[config.mk]
export PLATFORM = sky130hd
export DESIGN_NAME = disk_taskfile_regs
export DESIGN_NICKNAME = d
export VERILOG_FILES = /design/src/rtl/tf_pkg.sv /design/src/rtl/tf_addr_decode.sv /design/src/rtl/tf_regs.sv /design/src/rtl/tf_rdmux.sv /design/src/rtl/disk_taskfile_regs.sv
export SDC_FILE = /design/constraint.sdc
export NUM_CORES = 1
export LEC_CHECK = 0
export ABC_CLOCK_PERIOD_IN_PS = 6300
export CORE_ASPECT_RATIO = 1.25
export CORE_MARGIN = 5
export CORE_UTILIZATION = 60
export CTS_CLUSTER_DIAMETER = 30
export CTS_CLUSTER_SIZE = 30
export DETAILED_ROUTE_END_ITERATION = 16
export DONT_BUFFER_PORTS = 1
export HOLD_SLACK_MARGIN = 0.03
export PLACE_DENSITY = 0.76
export SYNTH_ARGS = -nofsm -noshare
export SYNTH_HDL_FRONTEND = slang
export SYNTH_HIERARCHICAL = 1
export SYNTH_SLANG_ARGS = --single-unit
[constraint.sdc]
create_clock -name clk -period 6.3 [get_ports clk]
set_input_delay 0.63 -clock clk [delete_from_list [all_inputs] [get_ports clk]]
set_output_delay 0.63 -clock clk [all_outputs]
set_load 0.03 [all_outputs]
[src/rtl/tf_pkg.sv]
package tf_pkg;
  localparam int TF_DW      = 8;
  localparam int TF_AW      = 3;
  localparam int TF_FLAGS_W = TF_DW - 2;
  localparam int BSY_BIT    = TF_DW - 1;
  localparam int ERR_BIT    = 0;
  localparam int SRST_BIT   = 2;
  localparam int DMAEN_BIT  = 0;
  localparam logic [TF_DW-1:0] CMD_RSVD   = '0;
  localparam logic [TF_DW-1:0] ABORT_CODE = TF_DW'(1) << 2;
  localparam logic [TF_DW-1:0] ERR_INIT   = TF_DW'(1);
  localparam logic [TF_DW-1:0] CTL_MASK   = (TF_DW'(1) << SRST_BIT) | (TF_DW'(1) << DMAEN_BIT);

  typedef enum logic [3:0] {
    W_NONE, W_BAD, W_DATA, W_PRECOMP, W_SCOUNT, W_SNUM,
    W_CYLLO, W_CYLHI, W_DRVHD, W_CMD, W_DEVCTL
  } tf_wsel_e;

  typedef enum logic [3:0] {
    RD_NONE, RD_DATA, RD_ERROR, RD_SCOUNT, RD_SNUM, RD_CYLLO,
    RD_CYLHI, RD_DRVHD, RD_STATUS, RD_ALTSTAT, RD_DRVADDR
  } tf_rsel_e;

  typedef struct packed {
    logic [TF_DW-1:0] precomp;
    logic [TF_DW-1:0] scount;
    logic [TF_DW-1:0] snum;
    logic [TF_DW-1:0] cyllo;
    logic [TF_DW-1:0] cylhi;
    logic [TF_DW-1:0] drvhd;
  } tf_file_t;
endpackage

[src/rtl/tf_addr_decode.sv]
module tf_addr_decode
  import tf_pkg::*;
(
  input  logic             cs_cmd_n,
  input  logic             cs_ctl_n,
  input  logic [TF_AW-1:0] addr,
  output tf_wsel_e         wsel,
  output tf_rsel_e         rsel
);
  logic cmd_grp, ctl_grp;
  assign cmd_grp = !cs_cmd_n && cs_ctl_n;
  assign ctl_grp = cs_cmd_n && !cs_ctl_n;

  always_comb begin
    wsel = W_NONE;
    rsel = RD_NONE;
    if (cmd_grp) begin
      unique case (addr)
        3'd0: begin wsel = W_DATA;    rsel = RD_DATA;   end
        3'd1: begin wsel = W_PRECOMP; rsel = RD_ERROR;  end
        3'd2: begin wsel = W_SCOUNT;  rsel = RD_SCOUNT; end
        3'd3: begin wsel = W_SNUM;    rsel = RD_SNUM;   end
        3'd4: begin wsel = W_CYLLO;   rsel = RD_CYLLO;  end
        3'd5: begin wsel = W_CYLHI;   rsel = RD_CYLHI;  end
        3'd6: begin wsel = W_DRVHD;   rsel = RD_DRVHD;  end
        default: begin wsel = W_CMD;  rsel = RD_STATUS; end
      endcase
    end else if (ctl_grp) begin
      if (addr == 3'd6) begin
        wsel = W_DEVCTL;
        rsel = RD_ALTSTAT;
      end else if (addr == 3'd7) begin
        rsel = RD_DRVADDR;
      end
    end else begin
      wsel = W_BAD;
    end
  end
endmodule

[src/rtl/tf_regs.sv]
module tf_regs
  import tf_pkg::*;
(
  input  logic             clk,
  input  logic             rst_n,
  input  logic             wr_ev,
  input  tf_wsel_e         wsel,
  input  logic [TF_DW-1:0] wdata,
  input  logic             dev_done,
  input  logic             dev_fail,
  input  logic [TF_DW-1:0] dev_err_code,
  output tf_file_t         file_q,
  output logic             busy_q,
  output logic             err_q,
  output logic [TF_DW-1:0] ecode_q,
  output logic             cmdv_q,
  output logic [TF_DW-1:0] code_q,
  output logic [TF_DW-1:0] ctl_q,
  output logic             bad_q
);
  tf_file_t         file_d;
  logic             busy_d, err_d, cmdv_d, bad_d;
  logic [TF_DW-1:0] ecode_d, code_d, ctl_d;

  always_comb begin
    file_d  = file_q;
    busy_d  = busy_q;
    err_d   = err_q;
    ecode_d = ecode_q;
    code_d  = code_q;
    ctl_d   = ctl_q;
    cmdv_d  = 1'b0;
    bad_d   = 1'b0;
    if (dev_done && busy_q) begin
      busy_d = 1'b0;
      err_d  = dev_fail;
      if (dev_fail) ecode_d = dev_err_code;
    end
    if (wr_ev) begin
      unique case (wsel)
        W_BAD: bad_d = 1'b1;
        W_CMD: begin
          if (wdata == CMD_RSVD) begin
            err_d   = 1'b1;
            ecode_d = ABORT_CODE;
          end else begin
            busy_d = 1'b1;
            err_d  = 1'b0;
            cmdv_d = 1'b1;
            code_d = wdata;
          end
        end
        W_DEVCTL:  ctl_d = wdata & CTL_MASK;
        W_PRECOMP: if (!busy_q) file_d.precomp = wdata;
        W_SCOUNT:  if (!busy_q) file_d.scount  = wdata;
        W_SNUM:    if (!busy_q) file_d.snum    = wdata;
        W_CYLLO:   if (!busy_q) file_d.cyllo   = wdata;
        W_CYLHI:   if (!busy_q) file_d.cylhi   = wdata;
        W_DRVHD:   if (!busy_q) file_d.drvhd   = wdata;
        default: ;
      endcase
    end
  end

  always_ff @(posedge clk or negedge rst_n) begin
    if (!rst_n) begin
      file_q  <= '0;
      busy_q  <= 1'b0;
      err_q   <= 1'b0;
      ecode_q <= ERR_INIT;
      code_q  <= '0;
      ctl_q   <= '0;
      cmdv_q  <= 1'b0;
      bad_q   <= 1'b0;
    end else begin
      file_q  <= file_d;
      busy_q  <= busy_d;
      err_q   <= err_d;
      ecode_q <= ecode_d;
      code_q  <= code_d;
      ctl_q   <= ctl_d;
      cmdv_q  <= cmdv_d;
      bad_q   <= bad_d;
    end
  end
endmodule

[src/rtl/tf_rdmux.sv]
module tf_rdmux
  import tf_pkg::*;
(
  input  logic              rd_n,
  input  tf_rsel_e          rsel,
  input  logic              busy,
  input  logic [TF_DW-1:0]  status,
  input  logic [TF_DW-1:0]  ecode,
  input  tf_file_t          file,
  input  logic [TF_DW-2:0]  drv_addr,
  output logic [TF_DW-1:0]  rdata,
  output logic [TF_DW-1:0]  rdata_oe
);
  logic cmd_rsel;
  assign cmd_rsel = (rsel != RD_NONE) && (rsel != RD_ALTSTAT) && (rsel != RD_DRVADDR);

  always_comb begin
    rdata    = '0;
    rdata_oe = '0;
    if (!rd_n) begin
      if (busy && cmd_rsel) begin
        rdata    = status;
        rdata_oe = '1;
      end else begin
        rdata_oe = '1;
        unique case (rsel)
          RD_ERROR:   rdata = ecode;
          RD_SCOUNT:  rdata = file.scount;
          RD_SNUM:    rdata = file.snum;
          RD_CYLLO:   rdata = file.cyllo;
          RD_CYLHI:   rdata = file.cylhi;
          RD_DRVHD:   rdata = file.drvhd;
          RD_STATUS,
          RD_ALTSTAT: rdata = status;
          RD_DRVADDR: begin
            rdata    = {1'b0, drv_addr};
            rdata_oe = {1'b0, {(TF_DW-1){1'b1}}};
          end
          default:    rdata_oe = '0;
        endcase
      end
    end
  end
endmodule

[src/rtl/disk_taskfile_regs.sv]
module disk_taskfile_regs
  import tf_pkg::*;
(
  input  logic                  clk,
  input  logic                  rst_n,
  input  logic                  cs_cmd_n,
  input  logic                  cs_ctl_n,
  input  logic [TF_AW-1:0]      addr,
  input  logic                  rd_n,
  input  logic                  wr_n,
  input  logic [TF_DW-1:0]      wdata,
  output logic [TF_DW-1:0]      rdata,
  output logic [TF_DW-1:0]      rdata_oe,
  input  logic [TF_FLAGS_W-1:0] dev_flags,
  input  logic [TF_DW-2:0]      dev_drv_addr,
  input  logic                  dev_done,
  input  logic                  dev_fail,
  input  logic [TF_DW-1:0]      dev_err_code,
  output logic                  cmd_valid,
  output logic [TF_DW-1:0]      cmd_code,
  output logic [TF_DW-1:0]      precomp,
  output logic [TF_DW-1:0]      sec_count,
  output logic [TF_DW-1:0]      sec_num,
  output logic [TF_DW-1:0]      cyl_lo,
  output logic [TF_DW-1:0]      cyl_hi,
  output logic [TF_DW-1:0]      drv_head,
  output logic                  soft_reset,
  output logic                  dma_en,
  output logic                  bad_sel
);
  logic             wr_n_q, wr_rise;
  tf_wsel_e         wsel;
  tf_rsel_e         rsel;
  tf_file_t         file_q;
  logic             busy_q, err_q;
  logic [TF_DW-1:0] ecode_q, ctl_q, status_w;

  always_ff @(posedge clk or negedge rst_n) begin
    if (!rst_n) wr_n_q <= 1'b1;
    else        wr_n_q <= wr_n;
  end
  assign wr_rise = wr_n && !wr_n_q;

  tf_addr_decode i_dec (
    .cs_cmd_n (cs_cmd_n), .cs_ctl_n (cs_ctl_n), .addr (addr),
    .wsel (wsel), .rsel (rsel)
  );

  tf_regs i_regs (
    .clk (clk), .rst_n (rst_n), .wr_ev (wr_rise), .wsel (wsel), .wdata (wdata),
    .dev_done (dev_done), .dev_fail (dev_fail), .dev_err_code (dev_err_code),
    .file_q (file_q), .busy_q (busy_q), .err_q (err_q), .ecode_q (ecode_q),
    .cmdv_q (cmd_valid), .code_q (cmd_code), .ctl_q (ctl_q), .bad_q (bad_sel)
  );

  assign status_w = {busy_q, dev_flags, err_q};

  tf_rdmux i_rdmux (
    .rd_n (rd_n), .rsel (rsel), .busy (busy_q), .status (status_w),
    .ecode (ecode_q), .file (file_q), .drv_addr (dev_drv_addr),
    .rdata (rdata), .rdata_oe (rdata_oe)
  );

  assign precomp    = file_q.precomp;
  assign sec_count  = file_q.scount;
  assign sec_num    = file_q.snum;
  assign cyl_lo     = file_q.cyllo;
  assign cyl_hi     = file_q.cylhi;
  assign drv_head   = file_q.drvhd;
  assign soft_reset = ctl_q[SRST_BIT];
  assign dma_en     = ctl_q[DMAEN_BIT];
endmodule

==> metrics.md <==
| Metric | Value |
|---|---|
| Power, Total | 1.35 mW |
| Worst slew pin tran | about 0.9 ns |
| Largest net degree at the start of global routing | 70 |
| Maximum vdd ir drop | 0.354 mV |
| DR vias/cell | 6.34 |
| CTS tree | yes |
| 1st-iter DRT viols | 116 |
| # port buffers | 0 |
| P_sw | approximately 0.48 mW |
| First-pass GRT wire length | 14,700 um |
| Final Hold Fails | 0 |
| Die H | about 100 um |
| Remaining DRCs | 0 |
| Leakage | 1.85 nW |
| Part of the power in registers | roughly 57% |
| Seq. cell area | 1780 um^2 |
| Via count | about 2,700 |
| Post-cts gate resize count | 0 |
| Minimum clock period | 3.98 ns |
| Core area | 6480 um^2 |
| Buffers plus inverters on the worst setup path | 3 |
| CTS root buf | clkbuf_8 |
| Clk buf depth | 2 |
| DRT Pass-1 Iters | 4 |
| RSZ-0062 raised after global routing | false |
| Final Routed Wirelength | ~9500 um |
| Critical-path top delay cell | a21boi_1 |
| # clock sinks | 71 |
| Max Clock Freq | between 200 and 300 MHz |
| Hold slack | 0.129 ns |
| # rows | 33 |
| Crit path capture type | primary output |
| Multi-input combinational cell area | 1990 um^2 |
| Routed Antenna Nets | 0 |
| Arrival time at the worst endpoint | about 3.4 ns |
| Final Wtd Congestion | 0.843 |
| Setup repair bufs after CTS | 0 |
| Data required, critical path | between 5 and 6 ns |
| Die W | 82.4 um |
| Final setup viols | 0 |
| Clock latency on the worst-skew pair | between 0.3 and 0.4 ns |
| Combinational share of power | 15.2% |
| Clock Power Share | 28.2% |
| Grt ovf | 0 |
| Post-DP HPWL | 6980 um |
| Synthesized area | 3940 um^2 |
| Slew headroom | 40.1% |
| Crit Path Category | in2out |
| Delay of the slowest critical-path stage | 0.62 ns |
| Vias in the first global route | between 2,000 and 3,000 |
| Synth Instances | 337 |
| Final nets | 374 |
| Max Cap Viol | 0 |
| Internal | 0.864 mW |
| Family with the most delay on the worst path | compound AO/OA/AOI/OAI gates |
| Setup tns final | 0 ns |
| Crit-path cells | inv_1 > ha_1 > inv_1 > a21oi_1 > a21o_2 > nand2_1 > a21oi_1 > o21a_2 > buf_4 > a21boi_1 |
| Synth warnings | 6 |
| Worst Skew | 0.00717 ns |
| Mean post-synth cell area | 11.7 um^2 |
| Cts hold-fix bufs | 1 |
| Hold Path Class | in2async |
| Die Area | 8290 um^2 |
| Sw frac | 35.9% |
| Share of cells above drive strength 1 | 27.2% |
| Post-DR wirelength/cell | 22.5 um |
| Ant. Diodes | 0 |
| Slew Viols, Final | 0 |
| Total CTS buffers | 9 |
| H-Tree Depth | 3 |
| Critical path peak fanout | 29 |
| Clk pin slew, worst setup/hold paths | 0.07 ns |
| Initial antenna violation count | 0 |
| IO Pins | 116 |
| Status | complete, no violations |
| Syn-to-layout area delta | 6.55% |
| Mapped Nets | approximately 380 |
| FILL cells | 519 |
| All-Layer GR Usage | between 20% and 30% |
| PwrDens | 322 nW/um^2 |
| Startpoint Class | primary input |
| Fin crit share | 63.2% |
| Initial Util | between 60% and 70% |
-- per-stage QoR --
step	utilization (%)	std cells	setup slack [ns]	cell area (um^2)
after floorplan	-	337	2.85	3940
after global placement	60.9	405	2.44	3950
after detailed placement	60.9	405	2.39	3950
after CTS	64.7	422	2.38	4190
after global routing	64.7	422	2.16	4190
final	64.7	422	2.32	4190
-- cells in the final DEF (no fill, tap or decap), drive strengths merged, types with 3 or more instances in the layout --
master   instances
clkbuf          12
dfrtp           69
or4              3
o22ai            6
o2bb2ai          9
nor3             4
a21o             6
a22oi            6
mux4             3
nor2            10
a211oi           3
nand2           26
inv             13
nor2b            7
buf              5
nand2b           3
nand3            5
o21ai            4
a21oi           17
nand3b          11
ha               4
mux2i            7
mux2            62
-- power groups by stage --
| stage | clock [mW] | combinational, mW | sequential [mW] |
|---|---|---|---|
| after global routing | 0.410 | 0.224 | 0.777 |
| final | 0.380 | 0.205 | 0.764 |
| after CTS | 0.390 | 0.205 | 0.766 |
| after global placement | 0 | 0.186 | 0.772 |
| after floorplan | 0 | 0.173 | 0.745 |
| after detailed placement | 0 | 0.193 | 0.775 |
-- routing by layer --
metal / share of wire, % / global-route usage, % / wire [um]
met3: 7.9 / 7.69 / 744
met4: 1.0 / 6.52 / 96
met1: 41 / 30.4 / 3860
met2: 50 / 38.8 / 4780
met5: 0 / 0 / 0
-- layout make-up --
type                            instances  area share (%)
Clock buffer                           12            3.94
Clock inverter                          4            1.22
Inverter                               12            1.07
Multi-Input combinational cell        231            47.4
Sequential cell                        71            42.4
Tap cell                               87            2.60
Timing Repair Buffer                    5            1.37
-- worst reg2reg max path: cells and delay by family (launching register included) --
kind             cells  cell delay, ns
flip-flops           1            0.38
multiplexers         1            0.38
AO/OA/AOI/OAI        1            0.71
AND/OR/NAND/NOR      2            0.44
-- worst paths after layout --
check                             startpoint           endpoint  slack, ns  cells past startpoint
max in group asynchronous              rst_n  i_regs/ecode_q[7]       5.85                      1
setup / recovery                     addr[0]           rdata[7]       2.32                     10
hold / removal                         rst_n             wr_n_q       0.13                      0
min in group clk                        wr_n             wr_n_q       0.28                      0
setup reg to reg                      wr_n_q   i_regs/code_q[7]       4.27                      4
hold reg to reg            i_regs/ecode_q[0]  i_regs/ecode_q[0]       0.48                      2
-- flip-flops by register name, summed over array words and instances (netlist names) --
register / cells
i_regs/busy_q: 1
i_regs/code_q: 8
i_regs/bad_q: 1
i_regs/file_q: 48
i_regs/cmdv_q: 1
i_regs/ctl_q: 2
i_regs/err_q: 1
wr_n_q: 1
i_regs/ecode_q: 8
(Power assumes the default switching activity.)
